File: src/rtl/mbox_req_pkg.sv
package mbox_req_pkg;
   typedef enum logic [1:0] {
      RES_OK      = 2'd0,
      RES_TIMEOUT = 2'd1,
      RES_BADARG  = 2'd2,
      RES_PROTO   = 2'd3
   } res_e;

   localparam int MSG_WORDS = 8;
   localparam int WORD_W    = 32;
   localparam int IDX_W     = $clog2(MSG_WORDS);
   localparam int MSG_W     = MSG_WORDS * WORD_W;
   localparam int FRAME_W   = 52;
   localparam int LOW_W     = 48;
   localparam int HI_W      = FRAME_W - LOW_W;
   localparam int NQ        = 4;
   localparam int NIB_BASE  = NQ * LOW_W;
   localparam int VEC_BASE  = NIB_BASE + NQ * HI_W;
   localparam logic [IDX_W-1:0] CTRL_IDX = IDX_W'(MSG_WORDS - 1);

   localparam logic [2:0] KIND_OPEN  = 3'd1;
   localparam logic [2:0] KIND_CLOSE = 3'd2;
   localparam logic [2:0] REQ_VER    = 3'd0;

   function automatic logic [WORD_W-1:0] make_hdr(input logic [2:0] kind, input logic rst_flag);
      logic [WORD_W-1:0] h;
      h       = '0;
      h[2:0]  = kind;
      h[5:3]  = REQ_VER;
      h[7]    = 1'b0;
      h[24]   = rst_flag;
      return h;
   endfunction
endpackage

File: src/rtl/mbox_msg_packer.sv
module mbox_msg_packer
   import mbox_req_pkg::*;
#(
   parameter int ADDR_W     = 64,
   parameter int PAGE_SHIFT = 12,
   parameter int VEC_W      = 32
) (
   input  logic [NQ-1:0][ADDR_W-1:0] q_addr,
   input  logic [VEC_W-1:0]          vector,
   input  logic                      is_close,
   input  logic                      rst_flag,
   input  logic [IDX_W-1:0]          word_idx,
   output logic [WORD_W-1:0]         word,
   output logic                      args_ok
);
   localparam int USED_W = PAGE_SHIFT + FRAME_W;

   if (ADDR_W != USED_W) begin : g_bad_addr
      $error("ADDR_W must equal PAGE_SHIFT + 52");
   end
   if (PAGE_SHIFT < 1) begin : g_bad_shift
      $error("PAGE_SHIFT must be at least 1");
   end
   if (VEC_W < 16) begin : g_bad_vec
      $error("VEC_W must be at least 16");
   end

   logic [MSG_W-1:0] msg;
   logic [NQ-1:0]    aligned;
   logic             vec_ok;

   for (genvar q = 0; q < NQ; q++) begin : g_frame
      logic [FRAME_W-1:0] frame;
      assign frame      = q_addr[q][ADDR_W-1:PAGE_SHIFT];
      assign aligned[q] = (q_addr[q][PAGE_SHIFT-1:0] == '0);
      assign msg[q*LOW_W +: LOW_W]         = frame[LOW_W-1:0];
      assign msg[NIB_BASE + q*HI_W +: HI_W] = frame[FRAME_W-1:LOW_W];
   end

   if (VEC_W > 16) begin : g_vec_wide
      assign vec_ok = (vector[VEC_W-1:16] == '0);
   end else begin : g_vec_exact
      assign vec_ok = 1'b1;
   end

   assign msg[VEC_BASE +: 16] = vector[15:0];
   assign msg[MSG_W-1 -: WORD_W] = make_hdr(is_close ? KIND_CLOSE : KIND_OPEN, rst_flag);

   assign word    = msg[word_idx*WORD_W +: WORD_W];
   assign args_ok = is_close | (vec_ok & (&aligned));
endmodule

File: src/rtl/mbox_rsp_check.sv
module mbox_rsp_check
   import mbox_req_pkg::*;
(
   input  logic [WORD_W-1:0] rdata,
   input  logic [2:0]        exp_kind,
   input  logic              wipe_ok,
   output logic              held,
   output logic              wiped,
   output logic              good
);
   assign wiped = wipe_ok && (rdata == '1);
   assign held  = !wiped && rdata[WORD_W-1];
   assign good  = (rdata[2:0] == exp_kind) && (rdata[5:3] <= REQ_VER) &&
                  rdata[7] && (rdata[15:8] == 8'd0);
endmodule

File: src/rtl/mbox_wait_timer.sv
module mbox_wait_timer #(
   parameter int WAIT_CYCLES = 4
) (
   input  logic clk,
   input  logic rst_n,
   input  logic arm,
   output logic expired
);
   localparam int CW = $clog2(WAIT_CYCLES + 1);

   if (WAIT_CYCLES < 1) begin : g_bad_wait
      $error("WAIT_CYCLES must be at least 1");
   end

   logic [CW-1:0] cnt;
   logic          run;

   always_ff @(posedge clk or negedge rst_n) begin
      if (!rst_n) begin
         cnt <= '0;
         run <= 1'b0;
      end else if (arm) begin
         cnt <= CW'(WAIT_CYCLES - 1);
         run <= 1'b1;
      end else if (run) begin
         if (cnt == '0) run <= 1'b0;
         else           cnt <= cnt - 1'b1;
      end
   end

   assign expired = run && (cnt == '0);


   arm_idle_chk: assert property (@(posedge clk) disable iff (!rst_n) arm |-> !run);
endmodule

File: src/rtl/mbox_req_engine.sv
module mbox_req_engine
   import mbox_req_pkg::*;
#(
   parameter int ADDR_W      = 64,
   parameter int PAGE_SHIFT  = 12,
   parameter int VEC_W       = 32,
   parameter int POLL_LIMIT  = 20000,
   parameter int WAIT_CYCLES = 250000
) (
   input  logic              clk,
   input  logic              rst_n,
   input  logic              cmd_valid,
   input  logic              cmd_destroy,
   input  logic              cmd_reset_vf,
   input  logic [ADDR_W-1:0] cmd_eq_addr,
   input  logic [ADDR_W-1:0] cmd_cq_addr,
   input  logic [ADDR_W-1:0] cmd_rq_addr,
   input  logic [ADDR_W-1:0] cmd_sq_addr,
   input  logic [VEC_W-1:0]  cmd_vector,
   output logic              busy,
   output logic              done,
   output logic [1:0]        result,
   output logic              bus_req,
   output logic              bus_we,
   output logic [2:0]        bus_addr,
   output logic [31:0]       bus_wdata,
   input  logic              bus_ack,
   input  logic [31:0]       bus_rdata
);
   localparam int TRY_W = $clog2(POLL_LIMIT + 1);

   if (POLL_LIMIT < 1) begin : g_bad_limit
      $error("POLL_LIMIT must be at least 1");
   end

   typedef enum logic [1:0] {S_IDLE, S_READ, S_GAP, S_WRITE} st_e;

   st_e                       st;
   logic                      rsp_phase;
   logic                      close_q;
   logic                      rflag_q;
   logic [NQ-1:0][ADDR_W-1:0] addr_q;
   logic [VEC_W-1:0]          vec_q;
   logic [IDX_W-1:0]          widx;
   logic [TRY_W-1:0]          tries;
   res_e                      res_q;
   logic                      done_q;

   logic [WORD_W-1:0] pk_word;
   logic              args_ok;
   logic              held, wiped, good;
   logic              arm, expired;

   mbox_msg_packer #(
      .ADDR_W(ADDR_W), .PAGE_SHIFT(PAGE_SHIFT), .VEC_W(VEC_W)
   ) u_pack (
      .q_addr(addr_q), .vector(vec_q), .is_close(close_q), .rst_flag(rflag_q),
      .word_idx(widx), .word(pk_word), .args_ok(args_ok)
   );

   mbox_rsp_check u_chk (
      .rdata(bus_rdata), .exp_kind(close_q ? KIND_CLOSE : KIND_OPEN),
      .wipe_ok(rflag_q && rsp_phase), .held(held), .wiped(wiped), .good(good)
   );

   mbox_wait_timer #(.WAIT_CYCLES(WAIT_CYCLES)) u_tmr (
      .clk(clk), .rst_n(rst_n), .arm(arm), .expired(expired)
   );

   assign arm = (st == S_READ) && bus_ack && held && (tries != TRY_W'(POLL_LIMIT - 1));

   always_ff @(posedge clk or negedge rst_n) begin
      if (!rst_n) begin
         st        <= S_IDLE;
         rsp_phase <= 1'b0;
         close_q   <= 1'b0;
         rflag_q   <= 1'b0;
         addr_q    <= '0;
         vec_q     <= '0;
         widx      <= '0;
         tries     <= '0;
         res_q     <= RES_OK;
         done_q    <= 1'b0;
      end else begin
         done_q <= 1'b0;
         unique case (st)
            S_IDLE: if (cmd_valid) begin
               close_q   <= cmd_destroy;
               rflag_q   <= cmd_reset_vf;
               addr_q    <= {cmd_sq_addr, cmd_rq_addr, cmd_cq_addr, cmd_eq_addr};
               vec_q     <= cmd_vector;
               rsp_phase <= 1'b0;
               tries     <= '0;
               st        <= S_READ;
            end
            S_READ: if (bus_ack) begin
               if (held) begin
                  if (tries == TRY_W'(POLL_LIMIT - 1)) begin
                     res_q  <= RES_TIMEOUT;
                     done_q <= 1'b1;
                     st     <= S_IDLE;
                  end else begin
                     tries <= tries + 1'b1;
                     st    <= S_GAP;
                  end
               end else if (!rsp_phase) begin
                  if (!args_ok) begin
                     res_q  <= RES_BADARG;
                     done_q <= 1'b1;
                     st     <= S_IDLE;
                  end else begin
                     widx <= close_q ? CTRL_IDX : '0;
                     st   <= S_WRITE;
                  end
               end else begin
                  res_q  <= (wiped || good) ? RES_OK : RES_PROTO;
                  done_q <= 1'b1;
                  st     <= S_IDLE;
               end
            end
            S_GAP: if (expired) st <= S_READ;
            S_WRITE: if (bus_ack) begin
               if (widx == CTRL_IDX) begin
                  rsp_phase <= 1'b1;
                  tries     <= '0;
                  st        <= S_READ;
               end else begin
                  widx <= widx + 1'b1;
               end
            end
            default: st <= S_IDLE;
         endcase
      end
   end

   assign busy      = (st != S_IDLE);
   assign done      = done_q;
   assign result    = res_q;
   assign bus_req   = (st == S_READ) || (st == S_WRITE);
   assign bus_we    = (st == S_WRITE);
   assign bus_addr  = (st == S_WRITE) ? widx : CTRL_IDX;
   assign bus_wdata = (st == S_WRITE) ? pk_word : '0;


   done_pulse_chk: assert property (@(posedge clk) disable iff (!rst_n) done |=> !done);

   hold_req_chk: assert property (@(posedge clk) disable iff (!rst_n)
      bus_req && !bus_ack |=> bus_req && $stable(bus_addr) && $stable(bus_we));

   busy_bus_chk: assert property (@(posedge clk) disable iff (!rst_n) bus_req |-> busy);

   tries_bound_chk: assert property (@(posedge clk) disable iff (!rst_n) tries < TRY_W'(POLL_LIMIT));

   idle_done_chk: assert property (@(posedge clk) disable iff (!rst_n) done |-> !busy);
endmodule

File: config.mk
export PLATFORM = sky130hd
export DESIGN_NAME = mbox_req_engine
export DESIGN_NICKNAME = d
export VERILOG_FILES = /design/src/rtl/mbox_req_pkg.sv /design/src/rtl/mbox_msg_packer.sv /design/src/rtl/mbox_rsp_check.sv /design/src/rtl/mbox_wait_timer.sv /design/src/rtl/mbox_req_engine.sv
export SDC_FILE = /design/constraint.sdc
export NUM_CORES = 1
export LEC_CHECK = 0
export ABC_CLOCK_PERIOD_IN_PS = 5300
export BUFFER_PORTS_ARGS = -buffer_cell sky130_fd_sc_hd__buf_2
export CORE_ASPECT_RATIO = 0.75
export CORE_MARGIN = 3
export CORE_UTILIZATION = 35
export DETAILED_ROUTE_END_ITERATION = 8
export GPL_TIMING_DRIVEN = 1
export HOLD_SLACK_MARGIN = 0.15
export PLACE_DENSITY = 0.6
export SETUP_SLACK_MARGIN = 0.2
export SLEW_MARGIN = 10
export SYNTH_ARGS = -nofsm -noshare
export SYNTH_HDL_FRONTEND = slang
export SYNTH_HIERARCHICAL = 1
export SYNTH_SLANG_ARGS = --single-unit
File: constraint.sdc
create_clock -name clk -period 5.3 [get_ports clk]
set_clock_uncertainty 0.15 [all_clocks]
set_input_delay 0 -clock clk [delete_from_list [all_inputs] [get_ports clk]]
set_output_delay 0 -clock clk [all_outputs]
set_load 0.03 [all_outputs]
==> key figures, run 1 <==
Placement
  – DP HPWL: 32.7 mm
  – Port bufs: about 370
  – RePlAce Congestion: 0.819
  – Placed Cells incl. Taps: 2045
  – Place WS: 1.84 ns

Clock network
  – Post-CTS resize count: 0
  – # H-tree levels: 2
  – CTS Buf Count: 36
  – Clock Tree Root: clkbuf_16
  – Worst-case clock buffer depth: 3
  – Post CTS Setup Buffer Count: 0
  – CTS Sinks: 333
  – CTS Hold Bufs: 423

Logic synthesis
  – Area leader, netlist: dfrtp_1
  – Synth top area cells: dfrtp_1 53%, mux2_2 21%, mux4_2 5.0%
  – Number of synthesized flops with an enable pin: 0
  – FFs w/ async S/R, synth: 1.00
  – Register bit total from synthesis: 333
  – Avg Cell Area, Syn: 13.4 µm²
  – Ys flop type: dfrtp_1
  – Cell variety after synth: 70
  – Ys Warns: 6
  – Sequential area share after synthesis: 0.531
  – Cells after Synth: 1172
  – Mapped cell area: approximately 0.016 mm²
  – Syn nets: 1502
  – Top cell type's share of synthesized area: 0.531

Floorplan
  – Die Wd: 251 µm
  – # IOs: around 370
  – FP Rows: 66
  – Die Y: 189 µm
  – Initial Util: 0.358

Outcome
  – Run Error: [ERROR RSZ-0060] Max buffer count reached.
  – Status: aborted with a tool error
  – Failed at: clock tree synthesis
==> cell families after synthesis <==
| group | count (synthesis) | share of synthesized area |
|---|---|---|
| AO/OA/AOI/OAI | 128 | 0.0565 |
| XOR/XNOR | 4 | 0.00223 |
| adder cells (fa/ha/maj) | 4 | 0.00319 |
| buffers and inverters | 97 | 0.0312 |
| flip-flops | 333 | 0.531 |
| multiplexers | 369 | 0.287 |
| other | 1 | 0.000239 |
| AND/OR/NAND/NOR | 236 | 0.0887 |
==> through the flow <==
stage,cell area [µm²],util
detailed placement,18000,0.410
floorplan,15700,-
global placement,18000,0.410
==> synthesized netlist by cell type, types with 3 or more instances <==
cell	number
a41oi_1	3
mux2i_1	37
nor4_1	27
ha_1	4
or4b_2	3
nand2_1	20
nor2_1	58
nand4_1	19
and3_1	34
o31ai_1	13
or3_1	3
a2bb2oi_1	30
clkbuf_1	23
inv_1	14
nor2b_1	11
and4_1	7
a21oi_1	45
mux2_2	295
buf_2	46
xnor2_1	3
a31oi_1	6
buf_6	6
dfrtp_1	333
buf_4	5
nand3_1	11
o21ai_0	12
a211oi_1	3
and2_1	6
mux4_2	35
nand2b_1	8
==> run 2: changes to the inputs <==
--- a/config.mk
+++ b/config.mk
@@ -7,14 +7,11 @@
 export LEC_CHECK = 0
 export ABC_CLOCK_PERIOD_IN_PS = 5300
 export BUFFER_PORTS_ARGS = -buffer_cell sky130_fd_sc_hd__buf_2
-export CORE_ASPECT_RATIO = 0.75
 export CORE_MARGIN = 3
-export CORE_UTILIZATION = 35
+export CORE_UTILIZATION = 20
 export DETAILED_ROUTE_END_ITERATION = 8
 export GPL_TIMING_DRIVEN = 1
-export HOLD_SLACK_MARGIN = 0.15
-export PLACE_DENSITY = 0.6
-export SETUP_SLACK_MARGIN = 0.2
+export PLACE_DENSITY_LB_ADDON = 0.15
 export SLEW_MARGIN = 10
 export SYNTH_ARGS = -nofsm -noshare
 export SYNTH_HDL_FRONTEND = slang
==> run 2 against run 1 <==
  * The run now ends clean
  * Area after synthesis did not move
  * Synthesized cell count unchanged
==> key figures, run 2 <==
Outcome
  – Status: finished clean

Logic synthesis
  – Commonest cells in the netlist: 333 x dfrtp_1, 295 x mux2_2, 58 x nor2_1
  – Cell variety after synth: 70 (unchanged)
  – Cells after Synth: 1172 (unchanged)
  – Number of synthesized flops with an enable pin: 0 (unchanged)
  – Sequential area share after synthesis: 0.531 (unchanged)
  – Top cell type's share of synthesized area: 0.531 (unchanged)
  – Mapped cell area: 0.0157 mm² (unchanged)
  – Area leader, netlist: dfrtp_1
  – Ys flop type: dfrtp_1
  – Avg Cell Area, Syn: 13.4 µm² (unchanged)
  – Register bit total from synthesis: 333 (unchanged)
  – Synth top area cells: dfrtp_1 53%, mux2_2 21%, mux4_2 5.0%
  – Syn nets: 1502 (unchanged)
  – Most frequent cell after synthesis: dfrtp_1
  – Ys Warns: 6 (unchanged)
  – FFs w/ async S/R, synth: 1.00 (unchanged)

Worst setup path
  – Startpoint Class: flop
  – Worst r2r src: addr_q[5]$_DFFE_PN0P_
  – Worst R2R Path Depth: 8
  – Worst setup endpoint: bus_wdata[14]
  – Crit path max fanout: 41
  – WS Path Type: flop to output port
  – Critical Path Sink Type: output port
  – Reg2reg end: widx[0]$_DFFE_PN0P_
  – Worst Path Arrival: 3.34 ns
  – Worst reg-to-reg setup slack: 1.98 ns
  – WP data required: about 5.2 ns
  – CP Launch Point: widx[0]$_DFFE_PN0P_

Timing
  – Final worst path period share: 0.658
  – Setup ws final: 1.81 ns
  – Final setup violation count: 0
  – Worst slew pin tran: 1.12 ns
  – Peak Freq: 287 MHz
  – Final Max Tran Viols: 0
  – Setup TNS: 0 ns
  – Min Clock Period, post-route: 3.49 ns
  – Slew headroom: 0.255
  – Fin. Hold Viols: 0
  – RSZ-0062 raised after global routing: no

Drt
  – # DRC: 0
  – Vias per cell: 4.19
  – Post-route ant nets: 0
  – DR iter-0 viols: 414
  – Vias: roughly 12000
  – Total Wirelength: 53.1 mm
  – Wirelength per Cell: 18.2 µm
  – Drt pass-1 iters: 5

Floorplan
  – # IOs: 367 (unchanged)
  – Die Y: 286 µm (+51%)
  – FP Rows: 102 (+55%)
  – Initial Util: 0.202 (-0.156)
  – Die area: around 0.08 mm²
  – Die Wd: 286 µm (+14%)
  – Core area: 0.0776 mm²

Layout
  – Most frequent cells in the layout: 365 x buf_2, 328 x dfrtp_1, 315 x dlygate4sd3_1
  – Share of cells above drive strength 1: 0.431
  – Largest Register: addr_q
  – Final Instance Area: 0.0232 mm²
  – Most common cell after layout, fill and taps aside: buf_2
  – Final cell count without fillers: 2913
  – Nets: 2161
  – Area grow syn2layout: 48.1%
  – Biggest regs: addr_q (256), vec_q (32), u_tmr/cnt (18)
  – Max reg flops: 256

Clock network
  – # H-tree levels: 2 (unchanged)
  – CTS tree: done
  – Clock Latency Late Sink: 0.58 ns
  – CTS Buf Count: 44 (+22%)
  – Clock transition at path regs: roughly 0.06 ns
  – CTS Sinks: 333 (unchanged)
  – Post CTS Setup Buffer Count: 0 (unchanged)
  – Post-CTS resize count: 0 (unchanged)
  – Clock Tree Root: clkbuf_16
  – Worst-case clock buffer depth: 3 (unchanged)

GRT
  – Vias in the first global route: 13402
  – Total gr overflow: 0
  – First-pass GRT wire length: 81.1 mm
  – Initial antenna violation count: 13
  – GRT Total Usage: 0.128
  – Largest net degree at the start of global routing: 156

Min path
  – Worst Hold Class: input port to flop

Pwr
  – VDD IR-drop max: around 0.24 mV
  – PwrDens: 531 mW/mm²
  – Leak Pwr: ~10 nW
  – Overall power: roughly 12 mW

Placement
  – RePlAce Congestion: 0.755 (-7.7%)
  – DP HPWL: 37.1 mm (+13%)
  – Port bufs: 366 (unchanged)
  – Place WS: 1.75 ns (-0.0918 ns)
  – Placed Cells incl. Taps: 2509 (+23%)
  – Cell Area, Placed: 0.0186 mm² (+3.3%)

Job
  – Max-Cap Viols: 0
-- run 2: cell counts after synthesis --
Identical to the previous run, type by type.
-- run 2: cells by family after synthesis --
kind of cell               after synthesis  share of synthesized area
other                                    1                   0.000239
AOI/OAI and AO/OA                      128                     0.0565
muxes                                  369                      0.287
DFF                                    333                      0.531
adders and majority gates                4                    0.00319
xor gates and xnor gates                 4                    0.00223
and+or+nand+nor                        236                     0.0887
buffers and inverters                   97                     0.0312
-- run 2: worst max-delay path, cell delays in order, from the launching register on --
cell and delay, ns:
dfrtp_4 0.80, buf_4 0.72, mux4_2 0.61, nor2_1 0.18, a21oi_1 0.07, and3_1 0.19, buf_2 0.17
-- run 2: metrics by stage --
stage	util	hold WS, ns
floorplan	-	-0.446
global placement	0.239	-0.185
detailed placement	0.239	-0.185
CTS	0.299	0.0000647
global route	0.299	0.0259
finish	0.299	0.0260
-- run 2: cell type report --
| type | count | area (µm²) |
|---|---|---|
| Tap cell | 1040 | 1300 |
| Inverter | 14 | 52.6 |
| Clock inverter | 12 | 148 |
| Antenna cell | 8 | 20.0 |
| Clock buffer | 68 | 1310 |
| Multi-Input combinational cell | 742 | 6880 |
| Sequential cell | 333 | 8350 |
| Timing Repair Buffer | 696 | 5180 |
| Fill cell | 8130 | 54400 |
-- run 2: where the power goes --
part | switching [mW] | internal (mW) | leakage [nW] | total (mW)
Sequential | 0.857 | 3.77 | 3.97 | 4.63
Combinational | 2.16 | 2.52 | 5.37 | 4.68
Clock | 1.17 | 1.84 | 0.713 | 3.02
-- run 2: how the worst min path moves through the flow --
| stage | start | end | cells past startpoint |
|---|---|---|---|
| after global routing | cmd_rq_addr[5] | addr_q[133]$_DFFE_PN0P_ | 3 |
| after detailed placement | rst_n | addr_q[145]$_DFFE_PN0P_ | 1 |
| after floorplan | rst_n | addr_q[0]$_DFFE_PN0P_ | 0 |
| after CTS | cmd_rq_addr[10] | addr_q[138]$_DFFE_PN0P_ | 3 |
| after global placement | rst_n | addr_q[145]$_DFFE_PN0P_ | 1 |
| final | bus_rdata[12] | result[1]$_DFFE_PN0P_ | 6 |
-- run 2: what timing repair did --
action | 4_1_cts | 5_1_grt
endpoints found under the hold margin | 636 | 0
hold buffers | 316 | 0
setup endpoints to repair | 0 | 0
-- run 2: routing by layer --
layer,vias up,GRT usage,part of all wire
met2,290,0.218,0.49
met3,77,0.0325,0.056
met5,-,0,0.00098
met4,8,0.0307,0.018
met1,6114,0.161,0.44
li1,5706,-,-
No activity file was read; power rests on OpenSTA's default activity.
